<file path="src/rtl/seq_pkg.sv">
package seq_pkg;

    localparam int SYM_W  = 2;
    localparam int PEND_W = 2;
    localparam int STATE_W = PEND_W + 1;

    typedef enum logic [PEND_W-1:0] {
        PEND_NONE = 2'd0,
        PEND_CLR  = 2'd1,
        PEND_SET  = 2'd2,
        PEND_TOG  = 2'd3
    } pend_e;

    typedef struct packed {
        pend_e pend;
        logic  z;
    } seq_state_t;

endpackage

</file>
<file path="src/rtl/seq_sym_decode.sv">
module seq_sym_decode
    import seq_pkg::*;
#(
    parameter logic [SYM_W-1:0] CLR_SYM = 2'b00,
    parameter logic [SYM_W-1:0] SET_SYM = 2'b01,
    parameter logic [SYM_W-1:0] TOG_SYM = 2'b10,
    parameter logic [SYM_W-1:0] END_SYM = 2'b11
) (
    input  logic [SYM_W-1:0] sym,
    output logic             is_end,
    output pend_e            kind
);

    always_comb begin
        is_end = (sym == END_SYM);
        if (sym == CLR_SYM)      kind = PEND_CLR;
        else if (sym == SET_SYM) kind = PEND_SET;
        else if (sym == TOG_SYM) kind = PEND_TOG;
        else                     kind = PEND_NONE;
    end

endmodule

</file>
<file path="src/rtl/seq_outcome.sv">
module seq_outcome
    import seq_pkg::*;
(
    input  pend_e pend,
    input  logic  z_now,
    output logic  z_next
);

    always_comb begin
        unique case (pend)
            PEND_CLR: z_next = 1'b0;
            PEND_SET: z_next = 1'b1;
            PEND_TOG: z_next = ~z_now;
            default:  z_next = z_now;
        endcase
    end

endmodule

</file>
<file path="src/rtl/pair_seq_moore.sv">
module pair_seq_moore
    import seq_pkg::*;
#(
    parameter logic [SYM_W-1:0] CLR_SYM = 2'b00,
    parameter logic [SYM_W-1:0] SET_SYM = 2'b01,
    parameter logic [SYM_W-1:0] TOG_SYM = 2'b10,
    parameter logic [SYM_W-1:0] END_SYM = 2'b11
) (
    input  logic               clk,
    input  logic               rst,
    input  logic               en,
    input  logic               x1,
    input  logic               x2,
    output logic               z,
    output logic [STATE_W-1:0] seq_state
);

    seq_state_t st_d, st_q;
    logic       sym_end;
    pend_e      sym_kind;
    logic       z_res;

    seq_sym_decode #(
        .CLR_SYM(CLR_SYM),
        .SET_SYM(SET_SYM),
        .TOG_SYM(TOG_SYM),
        .END_SYM(END_SYM)
    ) u_decode (
        .sym    ({x1, x2}),
        .is_end (sym_end),
        .kind   (sym_kind)
    );

    seq_outcome u_outcome (
        .pend   (st_q.pend),
        .z_now  (st_q.z),
        .z_next (z_res)
    );

    always_comb begin
        st_d = st_q;
        if (en) begin
            if (sym_end) begin
                st_d.z    = z_res;
                st_d.pend = PEND_NONE;
            end else begin
                st_d.pend = sym_kind;
            end
        end
    end

    always_ff @(posedge clk) begin
        if (rst) begin
            st_q <= '{pend: PEND_NONE, z: 1'b0};
        end else begin
            st_q <= st_d;
        end
    end

    assign z         = st_q.z;
    assign seq_state = st_q;

endmodule

</file>
<file path="config.mk">
export PLATFORM = sky130hd
export DESIGN_NAME = pair_seq_moore
export DESIGN_NICKNAME = d
export VERILOG_FILES = /design/src/rtl/seq_pkg.sv /design/src/rtl/seq_sym_decode.sv /design/src/rtl/seq_outcome.sv /design/src/rtl/pair_seq_moore.sv
export SDC_FILE = /design/constraint.sdc
export NUM_CORES = 1
export LEC_CHECK = 0
export BUFFER_PORTS_ARGS = -buffer_cell sky130_fd_sc_hd__buf_4
export CAP_MARGIN = 20
export CORE_AREA = 2 2 39 41
export CTS_BUF_LIST = sky130_fd_sc_hd__clkbuf_8 sky130_fd_sc_hd__clkbuf_16
export DETAILED_ROUTE_END_ITERATION = 7
export DIE_AREA = 0 0 41 43
export SYNTH_ARGS = -nofsm -noshare
export SYNTH_HDL_FRONTEND = slang
export SYNTH_SLANG_ARGS = --single-unit
</file>
<file path="constraint.sdc">
create_clock -name clk -period 0.8 [get_ports clk]
set_input_delay 0 -clock clk [delete_from_list [all_inputs] [get_ports clk]]
set_output_delay 0 -clock clk [all_outputs]
set_load 0.01 [all_outputs]
</file>
# == Word level (Yosys, flattened, before mapping) ==
# Cells that the tools add are included.
# totals
ff_bits,3
in_bits,5
wordCells,17
# classes
eq_ne,6
muxes,5
bitwise_logic,1
n_reduce_logical,3
# op_table
operator,n
"2-bit == test, second input constant",4
2-bit two-way mux,4
"2-bit by 1-bit == test with 1-bit output, second input constant",2
1-bit case mux with 3 select lines,1
3-bit AND reduction,1
3-bit nonzero test,1
2-bit logical NOT,1
1-bit inverter,1

# == Logic depth before layout (Yosys ltp) ==
# Gate-level depths: netlist of the first run.
# depth
depth_word,5
mapped_depth,4
ltp_nobuf,4

# == By module ==
# Synthesis of the first run repeated with hierarchy kept, for this count alone.
# unflattened
cells_unflattened,21
area_unflattened_um2,193.9
# modules_own_cells
module,n_inst,cells_per_inst,area_per_inst_um2,seq_area_each_um2
pair_seq_moore,1,13,128.9,60.1
seq_sym_decode,1,6,51.3,0.0
seq_outcome,1,2,13.8,0.0

# == Worst setup path after synthesis of the first run ==
# OpenSTA, ideal clock, no wires.
# synth_timing
kind,reg-to-reg
start,"register st_q, in the netlist z"
end,"register st_q, in the netlist z"
arrival_ps,581
setup_slack_ps,102
path_stages_with_launch,3
period_less_slack_ps,698
cell_sequence,dfxtp_1 a41o_1 nor2_1
# synth_between
elab_chain_len,2
# synth_rtl
item,line,rtl
"start, declared",pair_seq_moore.sv:18,"seq_state_t st_d, st_q;"
"start signal, assigned",pair_seq_moore.sv:54,"st_q <= '{pend: PEND_NONE, z: 1'b0};"
"start signal, assigned",pair_seq_moore.sv:56,st_q <= st_d;
1-bit inverter,seq_outcome.sv:13,PEND_TOG: z_next = ~z_now;
1-bit case mux with 3 select lines,seq_outcome.sv:10,unique case (pend)
# Every way passes these cells.
# A chain may end at the register's enable or synchronous reset.

==> results of run 1 <==
-- registers in the layout, summed over array words and instances (netlist names) --
| name | cells |
|---|---|
| seq_state | 2 |
| z | 1 |
-- report_power, final --
group	switching, mW	internal, mW
clock	0.101	0.327
combinational	0.0271	0.0368
sequential	0.00587	0.158
-- kinds of logic after synthesis --
| group | synth area share |
|---|---|
| and+or+nand+nor | 0.0815 |
| adders and majority gates | 0.222 |
| AOI/OAI and AO/OA | 0.170 |
| buffers and inverters | 0.111 |
| muxes | 0.0593 |
| DFF | 0.356 |
-- critical path, delay by kind of cell --
family | cells | cell delay, ns
AND/OR/NAND/NOR | 1 | 0.09
AO/OA/AOI/OAI | 1 | 0.21
buffers and inverters | 1 | 0.57
-- final timing paths --
check	startpoint	endpoint	depth (start not counted)
worst max-delay path	rst	z$_SDFFE_PP0P_	3
worst min-delay path	en	seq_state[2]$_SDFFE_PP0P_	3
worst max register to register	seq_state[1]$_SDFFE_PP0P_	z$_SDFFE_PP0P_	2
worst min register to register	seq_state[1]$_SDFFE_PP0P_	seq_state[1]$_SDFFE_PP0P_	2
-- metal layers --
metal | part of all wire | vias up
met5 | 0 | -
met4 | 0 | 0
met3 | 0.12 | 0
met2 | 0.57 | 5
met1 | 0.31 | 76
li1 | - | 82
-- area by class of cell --
| cell class | instances | share of cell area |
|---|---|---|
| Timing Repair Buffer | 8 | 0.216 |
| Sequential cell | 3 | 0.208 |
| Inverter | 3 | 0.0390 |
| Clock buffer | 3 | 0.143 |
| Tap cell | 16 | 0.0693 |
| Clock inverter | 1 | 0.0130 |
| Multi-Input combinational cell | 11 | 0.312 |
-- stage by stage --
step | setup WS, ns | cell area [um^2] | hold WS, ns
finish | 0.0770 | 289 | 0.0735
global route | 0.0244 | 289 | 0.104
CTS | 0.00240 | 297 | 0.0732
detailed placement | 0.0662 | 241 | 0.183
global placement | 0.0789 | 241 | 0.182
floorplan | 0.102 | 169 | 0.0691
-- synthesized netlist by cell type --
cell	number	area (um^2)
buf_4	1	7.51
a21oi_1	1	5.00
mux2i_1	1	10.0
dfxtp_1	3	60.1
a41o_1	1	10.0
o211ai_1	1	7.51
inv_1	3	11.3
a31oi_1	1	6.26
nor2_1	2	7.51
ha_1	3	37.5
nand2b_1	1	6.26
-- repair_timing --
| action | CTS | global route |
|---|---|---|
| gates resized for setup | 0 | 0 |
| hold buffers | 1 | 0 |
| endpoints found under the setup margin | 0 | 1 |
| endpoints found under the hold margin | 2 | 0 |
==> impl_metrics.ini, run 1 <==
[run_status]
run_status = finished clean

[clock_network]
insertion_delay_ns = 0.21
cts_tree = built
path_clk_slew_ns = 0.03
clkSinkCount = 3
numCtsBuffers = 3
cts-root-buf = clkbuf_8
postCtsSetupBuffers = 0
htree_levels = 1
clock_path_buffers = 2

[grt]
use_met1 = 0.0317
grt_overflow = 0
use_met3 = 0.0681
busiest_layer = met2
antenna_found_initial = 0
grt.total_usage = 0.0510
grt_pass1_vias = 172
grt_pass1_wl_um = 552
use_met2 = 0.0781
grt_max_degree = 6

[worst_setup_path]
rrSetupSlack_ns = 0.13
critical_path_class = input port to flop
critPathLaunchType = input port
crit_fanout = 3
crit_required_ns = 0.95
path_cells = dlygate4sd3_1 -> a41o_1 -> nor2_1
cp-end-kind = flop
critPathArrivalTime_ns = 0.87
slowest_delay_ns = 0.57
cpMaxStageDelayCell = dlygate4sd3_1

[routing]
drt_iter0_drc = 0
drc_errors = 0
routed_wl_um = 326
firstDrtPassIters = 1
vias = 163
wl_per_cell_um = 7.24
antenna_left = 0
via_per_inst = 3.62

[floorplanning]
die-area_um2 = 1760
core-area_um2 = 1380
num_rows = 14
io_pins = 9
die_h_um = 43
dieWidth_um = 41
initial_core_util = 0.122

[placed_design]
dp_cells = 41
port_buffers = 8
place_congestion = 0.590

[logic_synthesis]
synth_warnings = 0
synth_cell_types = 11
syn-cell-area_um2 = 169
syn_nets = 26
synth_area_per_cell_um2 = 9.38
synth_seq_cells = 3
synth-seq-area-share = 0.356
synthCells = 18

[hold_path]
hp-class = input port to flop

[pwr]
powerDensity_nw_per_um2 = 2270
p_leak_nw = 0.149
vdd_ir_drop_max_uv = 1370
fin_total_pwr_mw = 0.656

[final_layout]
layout_commonest_cell = buf_4
final_cell_mix = buf_4, inv_1, ha_1, clkbuf_8, dfxtp_1
fin_cells = 45
layout-drive-gt1-share = 0.345
diodes = 0
area_growth_pct = 71.1
fillers = 154
layout.nets = 38
multi_input_area_um2 = 90.1
seq_area_um2 = 60.1
post-route-util = 0.209

[sta]
fmax_mhz = 1380
final.setup.tns_ns = 0
rsz0062_at_grt = false
hold_viol = 0
setup_viol = 0
max_slew_margin = 0.900
clock-skew-final_ns = 0.000440
worstMarginPinSlew_ns = 0.149
fin_crit_sh = 0.904
finalMaxSlewViolations = 0
fin_crit_ns = 0.723

[flow_run]
maxCapViolations = 0
No activity file was read; power rests on OpenSTA's default activity.
==> run 2: changes to the inputs <==
--- a/config.mk
+++ b/config.mk
@@ -13,4 +13,5 @@
 export DIE_AREA = 0 0 41 43
 export SYNTH_ARGS = -nofsm -noshare
 export SYNTH_HDL_FRONTEND = slang
+export SYNTH_HIERARCHICAL = 1
 export SYNTH_SLANG_ARGS = --single-unit
==> run 2 against run 1 <==
  * Flip-flop and latch count stayed put
  * Critical endpoint is now z
  * Fmax down 9.0%
  * Die area did not move
  * Total power is 1.3% higher
  * Largest cell class unchanged
  * Worst hold slack better by 0.017 ns
==> impl_metrics.ini, run 2 <==
[run_status]
run_status = finished clean

[grt]
grt_overflow = 0
grt.total_usage = 0.0552
grt_pass1_vias = 164
antenna_found_initial = 0
grt_max_degree = 7
grt_pass1_wl_um = 572

[sta]
rsz0062_at_grt = true
worstMarginPinSlew_ns = 0.110
finalMaxSlewViolations = 0
holdWs_ns = 0.0905
hold_viol = 0
fin_ws_ns = 0.00517
fin_crit_sh = 0.994
setup_viol = 0
fin_crit_ns = 0.795
clock-skew-final_ns = 0.000747
fmax_mhz = 1260
max_slew_margin = 0.925

[clock_network]
clkSinkCount = 3
cts_tree = built
cts-root-buf = clkbuf_8
numCtsBuffers = 3
postCtsSetupBuffers = 0
cts_resized = 0
path_clk_slew_ns = 0.03
insertion_delay_ns = 0.21
htree_levels = 1
clock_path_buffers = 2

[final_layout]
largest_reg_flops = 2
area_growth_pct = 74.2
layout-drive-gt1-share = 0.429
diodes = 0
layout.nets = 44
final_cell_mix = buf_4, inv_1, clkbuf_8, ha_1
layout_commonest_cell = buf_4
fin_cells = 51

[floorplanning]
num_rows = 14
die_h_um = 43
die-area_um2 = 1760
initial_core_util = 0.140
core-area_um2 = 1380
io_pins = 9
dieWidth_um = 41

[routing]
highest_layer = met4
firstDrtPassIters = 4
routed_wl_um = 371
wl_per_cell_um = 7.27
dr_wl_met3_um = 41
via_per_inst = 3.61
wl_met1_um = 153
vias = 184
drt_iter0_drc = 2
wl_met2_um = 157
drc_errors = 0
antenna_left = 0

[logic_synthesis]
synthArstFlopShare = 0
synth_edf_count = 0
yosys.area.top_type_share = 0.310
synth_flop_cell = dfxtp_1
synth_warnings = 6
synth_cell_types = 12
synth_top_cells_by_area = dfxtp_1, ha_1, nand3b_1, nand2b_1, inv_1
yosysTopAreaCell = dfxtp_1
synth_seq_cells = 3
syn_nets = 29
synth-seq-area-share = 0.310
synthTopCellsByCount = dfxtp_1, ha_1, inv_1
synth_area_per_cell_um2 = 9.24
syn-cell-area_um2 = 194
synthCells = 21

[worst_setup_path]
crit_fanout = 3
path_cells = buf_4 -> buf_4
cp-end-kind = output pin
cpMostUsedCell = buf_4
crit_buf_inv = 2
cpMaxStageDelayCell = dfxtp_2
critPathArrivalTime_ns = 0.79
crit_family = flip-flops
critPathLaunchType = flop
slowest_delay_ns = 0.32
critical_path_class = flop to output pin
crit_required_ns = 0.80

[flow_run]
maxCapViolations = 0

[placed_design]
dp_hpwl_um = 297
dp_cells = 46
port_buffers = 8
place_congestion = 0.569
dp_slack_ns = -0.00307

[pwr]
p_leak_nw = 0.163
powerDensity_nw_per_um2 = 1970
vdd_ir_drop_max_uv = 306

[hold_path]
hp-class = input port to flop
==> run 2: cell types whose count changed in the layout (fill, tap and decap cells not counted), sizes merged <==
| cell | previous run | this run |
|---|---|---|
| nand3 | 0 | 1 |
| a21bo | 0 | 1 |
| a41o | 1 | 0 |
| nor2 | 2 | 0 |
| a21oi | 1 | 3 |
| nand3b | 0 | 2 |
| or2 | 0 | 1 |
| buf | 7 | 10 |
| a31oi | 1 | 0 |
| nand2b | 1 | 2 |
| o211ai | 1 | 0 |
==> run 2: path summary, 6_finish.rpt <==
kind / depth (start not counted) / start / endpoint / slack (ns)
worst max-delay path: 2 / z$_SDFFE_PP0P_ / z / 0.005
worst min-delay path: 3 / en / seq_state[1]$_SDFFE_PP0P_ / 0.09
worst max register to register: 3 / z$_SDFFE_PP0P_ / z$_SDFFE_PP0P_ / 0.005
worst min register to register: 2 / seq_state[1]$_SDFFE_PP0P_ / seq_state[1]$_SDFFE_PP0P_ / 0.49
==> run 2: where the power goes <==
group	switching, mW	internal (mW)
Sequential	0.00456	0.158
Combinational	0.0312	0.0456
Clock	0.0991	0.327
==> run 2: logic make-up after synthesis <==
group	synth area share
AND/OR/NAND/NOR	0.200
AO/OA/AOI/OAI	0.148
buffers and inverters	0.0968
adder cells (fa/ha/maj)	0.194
flip-flops	0.310
multiplexers	0.0516
==> run 2: metal layers <==
metal	GRT usage	vias to the layer above
li1	-	97
met1	0.0481	76
met2	0.0688	9
met3	0.0157	2
met4	0.100	0
met5	0	-
==> run 2: area by class of cell <==
cell class / count / area, um^2
Clock buffer: 3 / 41.3
Clock inverter: 1 / 3.75
Fill cell: 154 / 1050
Inverter: 3 / 11.3
Multi-Input combinational cell: 14 / 115
Sequential cell: 3 / 61.3
Tap cell: 16 / 20.0
Timing Repair Buffer: 11 / 85.1
==> run 2: what timing repair did <==
item,in CTS,in global routing
pin swaps,1,0
hold buffers,1,0
hold endpoints to repair,3,0
endpoints found under the setup margin,3,3
==> run 2: through the flow <==
stage	instance area [um^2]	utilization	power [mW]	setup TNS (ns)
2_1_floorplan	195	-	0.195	0
3_3_place_gp	283	0.204	0.237	0
3_5_place_dp	283	0.204	0.238	-0.00307
4_1_cts	338	0.244	0.680	-0.00331
5_1_grt	338	0.244	0.699	-0.0469
6_report	338	0.244	0.665	0
==> run 2: tightest hold or removal path: cells and delay by family <==
| kind | cells | cell delay (ns) |
|---|---|---|
| AND/OR/NAND/NOR | 1 | 0.10 |
| buffers and inverters | 1 | 0.11 |
| AO/OA/AOI/OAI | 1 | 0.05 |
==> run 3: changes to the inputs <==
--- a/config.mk
+++ b/config.mk
@@ -5,12 +5,14 @@
 export SDC_FILE = /design/constraint.sdc
 export NUM_CORES = 1
 export LEC_CHECK = 0
+export ABC_AREA = 1
 export BUFFER_PORTS_ARGS = -buffer_cell sky130_fd_sc_hd__buf_4
 export CAP_MARGIN = 20
 export CORE_AREA = 2 2 39 41
 export CTS_BUF_LIST = sky130_fd_sc_hd__clkbuf_8 sky130_fd_sc_hd__clkbuf_16
 export DETAILED_ROUTE_END_ITERATION = 7
 export DIE_AREA = 0 0 41 43
+export SLEW_MARGIN = 25
 export SYNTH_ARGS = -nofsm -noshare
 export SYNTH_HDL_FRONTEND = slang
 export SYNTH_HIERARCHICAL = 1
==> run 3 against run 2 <==
  * Critical path type unchanged
  * Cell count up 18%
  * Routed wire length up 26%
  * Design area up 7.4%
==> impl_metrics.ini, run 3 <==
[final_layout]
layout.nets = 53
area_growth_pct = 82.4
final_cell_mix = inv_1, buf_4, nand2_1
layout-drive-gt1-share = 0.386
fillers = 152
post-route-util = 0.262
largest_reg_flops = 2
diodes = 0
seq_area_um2 = 61.3
multi_input_area_um2 = 106

[run_status]
run_status = finished clean

[floorplanning]
io_pins = 9
num_rows = 14
initial_core_util = 0.144
core-area_um2 = 1380
die_h_um = 43
dieWidth_um = 41
die-area_um2 = 1760

[routing]
vias = 216
routed_wl_um = 469
firstDrtPassIters = 4
drt_iter0_drc = 7
drc_errors = 0
wl_per_cell_um = 7.82
via_per_inst = 3.60
antenna_left = 0

[logic_synthesis]
yosysTopAreaCell = dfxtp_1
synthTopCellsByCount = inv_1, nand2_1, dfxtp_1, ha_1, nand3_1
synth_warnings = 6
synth_seq_cells = 3
yosys.area.top_type_share = 0.302
synth_edf_count = 0
synth_cell_types = 8
synth_area_per_cell_um2 = 6.86
synthCells = 29
syn-cell-area_um2 = 199
synthArstFlopShare = 0
syn_nets = 37
synth_top_cells_by_area = dfxtp_1, ha_1, inv_1, nand2_1, nand3_1
synth-seq-area-share = 0.302
synth_flop_cell = dfxtp_1

[sta]
setup_viol = 0
rsz0062_at_grt = false
hold_viol = 0
final.setup.tns_ns = 0
fin_crit_ns = 0.776
fmax_mhz = 1290
max_slew_margin = 0.897
worstMarginPinSlew_ns = 0.154
fin_crit_sh = 0.971
holdWs_ns = 0.0748
finalMaxSlewViolations = 0
clock-skew-final_ns = 0.00334

[placed_design]
place_congestion = 0.645
dp_hpwl_um = 348
port_buffers = 8

[hold_path]
hp-class = input port to flop

[clock_network]
cts-root-buf = clkbuf_8
path_clk_slew_ns = 0.03
insertion_delay_ns = 0.21
clkSinkCount = 3
cts_tree = built
clock_path_buffers = 2
numCtsBuffers = 3
htree_levels = 1
postCtsSetupBuffers = 0

[grt]
grt_overflow = 0
antenna_found_initial = 0
grt_max_degree = 6
grt.total_usage = 0.0682
grt_pass1_vias = 204
grt_pass1_wl_um = 793

[pwr]
powerDensity_nw_per_um2 = 1860
vdd_ir_drop_max_uv = 419
p_leak_nw = 0.187

[worst_setup_path]
critical_path_class = flop to output pin
crit_fanout = 4
critPathArrivalTime_ns = 0.78
critPathLaunchType = flop
cp-end-kind = output pin
crit_required_ns = 0.80

[flow_run]
maxCapViolations = 0
[run 3: cell count changes after synthesis, sizes merged]
| cell | change |
|---|---|
| nand2 | +8 |
| inv | +5 |
| nand2b | -2 |
| nand3 | +2 |
| nand3b | -2 |
| a21bo | -1 |
| mux2i | -1 |
| or2 | -1 |
[run 3: kinds of logic after synthesis]
logic type               synth area share
AND/OR/NAND/NOR                     0.226
adder cells (fa/ha/maj)             0.189
flip-flops                          0.302
buffers and inverters               0.189
AO/OA/AOI/OAI                      0.0943
[run 3: timing repair]
item                       4_1_cts  5_1_grt
hold buffers                     1        0
setup endpoints to repair        0        3
hold endpoints to repair         3        0
resized for setup                0        4
[run 3: worst paths after layout]
| path | startpoint | endpoint | slack (ns) | cells after the start |
|---|---|---|---|---|
| worst max-delay path | z$_SDFFE_PP0P_ | seq_state[0] | 0.02 | 2 |
| worst min register to register | z$_SDFFE_PP0P_ | z$_SDFFE_PP0P_ | 0.48 | 2 |
| worst min-delay path | en | z$_SDFFE_PP0P_ | 0.07 | 3 |
| worst max register to register | z$_SDFFE_PP0P_ | z$_SDFFE_PP0P_ | 0.04 | 5 |
[run 3: metal layers]
metal / vias up / routed length, um / GRT usage
met4: 0 / 0 / 0.0600
met5: - / 0 / 0
met3: 0 / 28 / 0
li1: 114 / - / -
met1: 96 / 181 / 0.0769
met2: 6 / 259 / 0.109
[run 3: stage by stage]
stage               instance area (um^2)  power (mW)  std cells  worst slack (ns)
finish                               363       0.676         60            0.0235
global route                         363       0.715         60        0.00000316
CTS                                  349       0.685         60          0.000605
detailed placement                   294       0.245         55            0.0520
global placement                     294       0.244         55            0.0584
floorplan                            199       0.197         29           0.00714
[run 3: power breakdown]
group	internal (mW)	leakage (nW)	switching, mW
Combinational	0.0481	0.135	0.0414
Clock	0.327	0.0269	0.0992
Sequential	0.157	0.0250	0.00330
Total	0.532	0.187	0.144
[run 3: worst max-delay path: stages (launching register included)]
cell and delay [ns]:
dfxtp_2 0.32, buf_6 0.11, buf_4 0.13
[run 3: final cells by class]
| cell class | instances | share of cell area |
|---|---|---|
| clock inverters | 1 | 0.0103 |
| flip-flops and latches | 3 | 0.169 |
| clock buffers | 3 | 0.114 |
| inverters | 8 | 0.0828 |
| well taps | 16 | 0.0552 |
| multi-input cells | 17 | 0.293 |
| repair buffers | 12 | 0.276 |
